===== config.mk =====
export PLATFORM = sky130hd
export DESIGN_NAME = swallow_fbdiv
export DESIGN_NICKNAME = d
export VERILOG_FILES = /design/src/rtl/swdiv_pkg.sv /design/src/rtl/swdiv_fixed_stage.sv /design/src/rtl/swdiv_prescaler.sv /design/src/rtl/swdiv_swallow_ctrl.sv /design/src/rtl/swallow_fbdiv.sv
export SDC_FILE = /design/constraint.sdc
export NUM_CORES = 1
export LEC_CHECK = 0
export BUFFER_PORTS_ARGS = -buffer_cell sky130_fd_sc_hd__buf_2
export CAP_MARGIN = 20
export CORE_AREA = 10 10 53 96
export DETAILED_ROUTE_END_ITERATION = 10
export DIE_AREA = 0 0 63 106
export PLACE_DENSITY = 0.78
export SLEW_MARGIN = 20
export SYNTH_ARGS = -nofsm -noshare
export SYNTH_HDL_FRONTEND = slang
export SYNTH_HIERARCHICAL = 1
export SYNTH_SLANG_ARGS = --single-unit

===== constraint.sdc =====
create_clock -name clk -period 3.92 [get_ports clk]
set_input_delay 0.784 -clock clk [delete_from_list [all_inputs] [get_ports clk]]
set_output_delay 0.784 -clock clk [all_outputs]
set_load 0.05 [all_outputs]

===== src/rtl/swdiv_pkg.sv =====
// Shared definitions for the pulse-swallow feedback divider.
// Assumes the prescaler pairs are fixed at 8/9, 16/17, 32/33 and 64/65.
package swdiv_pkg;

    localparam int PSEL_W = 2;
    localparam int MOD_W  = 7;   // wide enough for the largest modulus, 65

    typedef enum logic [PSEL_W-1:0] {
        PS_8_9   = 2'b00,
        PS_16_17 = 2'b01,
        PS_32_33 = 2'b10,
        PS_64_65 = 2'b11
    } psel_e;

    // Lower modulus P of the selected pair: 8 shifted left by the code
    function automatic logic [MOD_W-1:0] base_modulus(input psel_e code);
        return MOD_W'(8) << code;
    endfunction

endpackage


===== src/rtl/swdiv_fixed_stage.sv =====
// Fixed pre-divider ahead of the dual-modulus prescaler.
// Emits one tick every FIXED_DIV clocks. Assumes FIXED_DIV >= 2.
// While hold is 1 the counter sits at zero and no tick is issued.
module swdiv_fixed_stage #(
    parameter int FIXED_DIV = 4
) (
    input  logic clk,
    input  logic rst_n,
    input  logic hold,
    output logic tick
);
    localparam int FC_W = (FIXED_DIV > 2) ? $clog2(FIXED_DIV) : 1;
    localparam logic [FC_W-1:0] FC_LAST = FC_W'(FIXED_DIV - 1);

    logic [FC_W-1:0] fc;

    // Tick on the last count of the fixed ratio, never during hold
    assign tick = (fc == FC_LAST) && !hold;

    // Free-running phase counter of the fixed stage
    always_ff @(posedge clk) begin
        if (!rst_n || hold) begin
            fc <= '0;
        end else if (tick) begin
            fc <= '0;
        end else begin
            fc <= fc + FC_W'(1);
        end
    end

    // ticks are never back to back, since the fixed ratio is at least 2
    a_r2_tick_spacing: assert property (@(posedge clk) disable iff (!rst_n)
        tick |=> !tick);

endmodule


===== src/rtl/swdiv_prescaler.sv =====
// Dual-modulus prescaler: counts input ticks and divides by P or by P+1,
// as chosen by swallow. Assumes psel and swallow change only when a
// period ends, which the swallow controller guarantees.
module swdiv_prescaler
    import swdiv_pkg::*;
(
    input  logic  clk,
    input  logic  rst_n,
    input  logic  hold,
    input  logic  tick,
    input  psel_e psel,
    input  logic  swallow,
    output logic  period_end
);
    logic [MOD_W-1:0] pc;
    logic [MOD_W-1:0] modulus;

    // Modulus of the current period: P, or P+1 while swallowing
    assign modulus    = base_modulus(psel) + MOD_W'(swallow);
    assign period_end = tick && (pc == modulus - MOD_W'(1));

    // Count ticks within one prescaler period
    always_ff @(posedge clk) begin
        if (!rst_n || hold) begin
            pc <= '0;
        end else if (tick) begin
            pc <= period_end ? '0 : pc + MOD_W'(1);
        end
    end

    // the period count never reaches the selected modulus
    a_r1_count_bound: assert property (@(posedge clk) disable iff (!rst_n)
        pc < modulus);

endmodule


===== src/rtl/swdiv_swallow_ctrl.sv =====
// Swallow and main counters. a_rem counts the remaining P+1 periods and
// b_rem the remaining periods of the division cycle. The settings are
// captured at cycle end, during hold and in reset. Assumes A <= B and B >= 2.
module swdiv_swallow_ctrl
    import swdiv_pkg::*;
#(
    parameter int A_W = 6,
    parameter int B_W = 13
) (
    input  logic           clk,
    input  logic           rst_n,
    input  logic           hold,
    input  logic           period_end,
    input  logic [A_W-1:0] cfg_a,
    input  logic [B_W-1:0] cfg_b,
    input  psel_e          cfg_p,
    output logic           swallow,
    output psel_e          p_lat,
    output logic           cycle_end
);
    logic [A_W-1:0] a_rem;
    logic [B_W-1:0] b_rem;

    // Use P+1 while swallow periods remain; the cycle ends on its last period
    assign swallow   = (a_rem != '0);
    assign cycle_end = period_end && (b_rem == B_W'(1));

    // Reload at a boundary, otherwise count down once per prescaler period
    always_ff @(posedge clk) begin
        if (!rst_n || hold || cycle_end) begin
            a_rem <= cfg_a;
            b_rem <= cfg_b;
            p_lat <= cfg_p;
        end else if (period_end) begin
            b_rem <= b_rem - B_W'(1);
            if (swallow) begin
                a_rem <= a_rem - A_W'(1);
            end
        end
    end

    // the swallow periods always fit inside the main count
    a_r3_swallow_within_main: assert property (@(posedge clk) disable iff (!rst_n)
        B_W'(a_rem) <= b_rem);

endmodule


===== src/rtl/swallow_fbdiv.sv =====
// Top of the pulse-swallow feedback divider: fixed pre-divider, then the
// dual-modulus prescaler, then the swallow/main counters. Issues a one-clock
// pulse every FIXED_DIV*(B*P+A) clocks. Assumes 2 <= B and A <= B.
module swallow_fbdiv
    import swdiv_pkg::*;
#(
    parameter int A_W       = 6,
    parameter int B_W       = 13,
    parameter int FIXED_DIV = 4
) (
    input  logic              clk,
    input  logic              rst_n,
    input  logic              cnt_rst,
    input  logic [PSEL_W-1:0] psel,
    input  logic [A_W-1:0]    a_val,
    input  logic [B_W-1:0]    b_val,
    output logic              div_out
);
    logic  fixed_tick;
    logic  period_end;
    logic  swallow;
    logic  cycle_end;
    psel_e p_lat;
    psel_e cfg_p;

    assign cfg_p = psel_e'(psel);

    swdiv_fixed_stage #(
        .FIXED_DIV (FIXED_DIV)
    ) u_fixed (
        .clk   (clk),
        .rst_n (rst_n),
        .hold  (cnt_rst),
        .tick  (fixed_tick)
    );

    swdiv_prescaler u_presc (
        .clk        (clk),
        .rst_n      (rst_n),
        .hold       (cnt_rst),
        .tick       (fixed_tick),
        .psel       (p_lat),
        .swallow    (swallow),
        .period_end (period_end)
    );

    swdiv_swallow_ctrl #(
        .A_W (A_W),
        .B_W (B_W)
    ) u_ctrl (
        .clk        (clk),
        .rst_n      (rst_n),
        .hold       (cnt_rst),
        .period_end (period_end),
        .cfg_a      (a_val),
        .cfg_b      (b_val),
        .cfg_p      (cfg_p),
        .swallow    (swallow),
        .p_lat      (p_lat),
        .cycle_end  (cycle_end)
    );

    // Register the end-of-cycle marker as the output pulse
    always_ff @(posedge clk) begin
        if (!rst_n) begin
            div_out <= 1'b0;
        end else begin
            div_out <= cycle_end;
        end
    end

    // the output pulse lasts one clock
    a_r4_single_clock: assert property (@(posedge clk) disable iff (!rst_n)
        div_out |=> !div_out);

    // no pulse follows a clock spent in counter reset
    a_r5_hold_quiet: assert property (@(posedge clk) disable iff (!rst_n)
        cnt_rst |=> !div_out);

endmodule


==> results.sh <==
export IMPL_chipHeight_um=106
export IMPL_final_core_util_pct=60.7
export IMPL_cts_path_max_buffers=2
export IMPL_dp_hpwl_um=2820
export IMPL_cp_required_ns=3.96
export IMPL_power_switching_uw=190
export IMPL_holdWs_ns=0.454
export IMPL_p_int_uw=626
export IMPL_leakage_nw=0.889
export IMPL_htreeDepth=2
export IMPL_synth_area_um2=1930
export IMPL_yosysTopAreaCellShare_pct=32.7
export IMPL_area_growth_pct=13.8
export IMPL_relSlewSlack_pct=57.7
export IMPL_syn_avg_cell_area_um2=11.8
export IMPL_start_util_pct=53.4
export IMPL_fillerInstances=300
export IMPL_synthCells=163
export IMPL_synth_nets=194
export IMPL_grt_setup_unrepaired="no"
export IMPL_finalSetupTns_ns=0
export IMPL_skew_ns=0.0103
export IMPL_hold_path_class="register to register"
export IMPL_diodes=0
export IMPL_p_sw_share_pct=23.3
export IMPL_clkPwrFrac_pct=37.0
export IMPL_hp_start="u_fixed/fc[0]"
export IMPL_peakVddDrop_uv=316
export IMPL_cts_resized=0
export IMPL_multiInputGateArea_um2=1030
export IMPL_startpoint_type="register"
export IMPL_numCtsBuffers=5
export IMPL_crit_start="u_ctrl/a_rem[0]"
export IMPL_vias=1300
export IMPL_firstDrtPassIters=4
export IMPL_timing_rr_end="u_ctrl/b_rem[5]"
export IMPL_grt_first_pass_wirelength_um=6520
export IMPL_finalHoldViolations=0
export IMPL_die_area_um2=6680
export IMPL_seq_area_um2=831
export IMPL_slew_violations=0
export IMPL_r2r_slack_ns=0.71
export IMPL_layout_commonest_cell="buf_2"
export IMPL_die_w_um=63
export IMPL_async_reset_ff_share_pct=0
export IMPL_grt_max_degree=22
export IMPL_maxCapViolations=0
export IMPL_nNetsFinal=222
export IMPL_cts_setup_buffers=0
export IMPL_crit_reg2reg_launch="u_ctrl/a_rem[0]"
export IMPL_drive_gt1_share_pct=31.8
export IMPL_end_kind="register"
export IMPL_setup_viol=0
export IMPL_fmax_mhz=311
export IMPL_core_area_um2=3610
export IMPL_grtUsageTotal_pct=11.9
export IMPL_dr_first_iter_drc_count=26
export IMPL_cts_tree="done"
export IMPL_yosysWarnings=6
export IMPL_io_pins=25
export IMPL_fp_row_count=31
export IMPL_grt_overflow=0
export IMPL_share_comb_of_total_power_pct=13.8
export IMPL_drc=0
export IMPL_critPathKind="register to register"
export IMPL_power_density_nw_per_um2=373
export IMPL_outcome="finished, final reports clean"
export IMPL_path_max_fanout=21
export IMPL_worst_endpoint_arrival_ns=3.25
export IMPL_grt_pass1_vias=1409
export IMPL_clock_sinks=31
export IMPL_synth_distinct_cells=43
export IMPL_min_period_over_period_pct=81.9
export IMPL_final_cell_mix="buf_2 (24), edfxtp_1 (21), mux2_4 (15)"
export IMPL_grt_antenna_before_repair=0
export IMPL_port_buffers=24
export IMPL_ys_ff_latch=31
export IMPL_clk_pin_slew_ns=0.07
export IMPL_synth_top_area_cell="edfxtp_1"
export IMPL_synth_edf_count=21
export IMPL_globalplace_congestion=0.789
export IMPL_seqPwrFrac_pct=49.2
export IMPL_cts_root_buf="clkbuf_8"
export IMPL_insertion_delay_ns=0.29
export IMPL_worstMarginPinSlew_ns=0.634
export IMPL_routedWlPerCell_um=15.5
export IMPL_drt_wl_total_um=3730
export IMPL_viasPerCell=5.39
export IMPL_ys_flop_type="edfxtp_1"
export IMPL_final_antenna_net_count=0
export IMPL_ys_seq_area_share_pct=43.1
export IMPL_min_period_ns=3.21
export IMPL_synthTopCellsByArea="edfxtp_1 (33%), mux2_4 (12%), dfxtp_1 (10%)"
export IMPL_r2r_cells=13
export IMPL_endpoint="u_ctrl/b_rem[5]"
export IMPL_hold_buffers=0
==> critical path, stage by stage (launching register included) <==
cell      delay [ns]
edfxtp_1        0.39
inv_1           0.12
ha_1            0.15
nand3_1         0.17
inv_1           0.11
ha_1            0.25
xor2_1          0.13
o211ai_1        0.14
nor3_4          0.28
and2_1          0.21
nand2_1         0.08
o41a_1          0.32
buf_4           0.26
mux2_4          0.34
==> area by class of cell <==
type	instances	share of cell area (%)
clock buffer	5	3.14
clock inverter	3	1.77
inverter	8	1.37
multi-input combinational	120	47.2
sequential	31	37.9
tap	49	2.80
timing repair buffer	25	5.83
==> metrics by stage <==
| stage | power, mW | worst slack, ns | area [um^2] | std cells |
|---|---|---|---|---|
| after CTS | 0.824 | 0.691 | 2190 | 241 |
| final | 0.816 | 0.708 | 2190 | 241 |
| after global placement | 0.513 | 0.810 | 2080 | 233 |
| after global routing | 0.849 | 0.411 | 2190 | 241 |
| after detailed placement | 0.519 | 0.682 | 2080 | 233 |
| after floorplan | 0.488 | 0.842 | 1930 | 163 |
==> sequential cells by signal, summed over array words and instances (netlist names) <==
register and cells:
u_ctrl/a_rem 6, u_ctrl/b_rem 13, u_fixed/fc 2, u_ctrl/p_lat 2
div_out 1, u_presc/pc 7
==> worst min-delay path by stage <==
stage | endpoint | slack (ns) | cells after the start
CTS | u_fixed/fc[0] | 0.45 | 1
global placement | u_fixed/fc[0] | 0.43 | 1
global route | u_fixed/fc[0] | 0.46 | 1
floorplan | u_fixed/fc[0] | 0.42 | 1
finish | u_fixed/fc[0] | 0.45 | 1
detailed placement | u_fixed/fc[0] | 0.44 | 1
==> synthesized netlist by cell type (2+ instances only) <==
cell	count
edfxtp_1	21
mux2_4	15
xor2_1	13
dfxtp_1	10
nand2_1	10
xnor2_1	10
inv_1	8
nor2_1	8
ha_1	7
a211oi_1	5
nand3_1	4
nor3_1	4
nand4_1	3
nor2b_1	3
o21ai_0	3
and2_1	2
and4bb_2	2
buf_6	2
mux2_2	2
mux2i_1	2
nand2b_1	2
nor4_1	2
nor4b_2	2
o211ai_1	2
or2_2	2
or4_4	2
==> metal layers <==
layer  vias to the layer above  share of wire, %  track usage, %
li1                        648                 -               -
met1                       618                41            12.5
met2                        27                53            21.0
met3                         7               3.8            3.15
met4                         0               2.1            6.27
met5                         -                 0               0
==> power by group through the flow <==
stage	clock, mW	sequential, mW	combinational (mW)
floorplan	0	0.402	0.0861
global placement	0	0.407	0.106
detailed placement	0	0.408	0.111
CTS	0.310	0.401	0.113
global route	0.318	0.406	0.125
finish	0.302	0.402	0.112
==> cells by family (layout without fill, tap and decap cells) <==
family | after synthesis | after routing | synth area share [%]
compound gates | 15 | 15 | 6.04
xor+xnor | 23 | 23 | 10.5
fa+ha+maj | 7 | 7 | 4.55
buf+inv | 12 | 41 | 3.18
flops | 31 | 31 | 43.1
mux | 19 | 19 | 13.9
simple gates | 56 | 56 | 18.7
No activity file was read; power rests on OpenSTA's default activity.
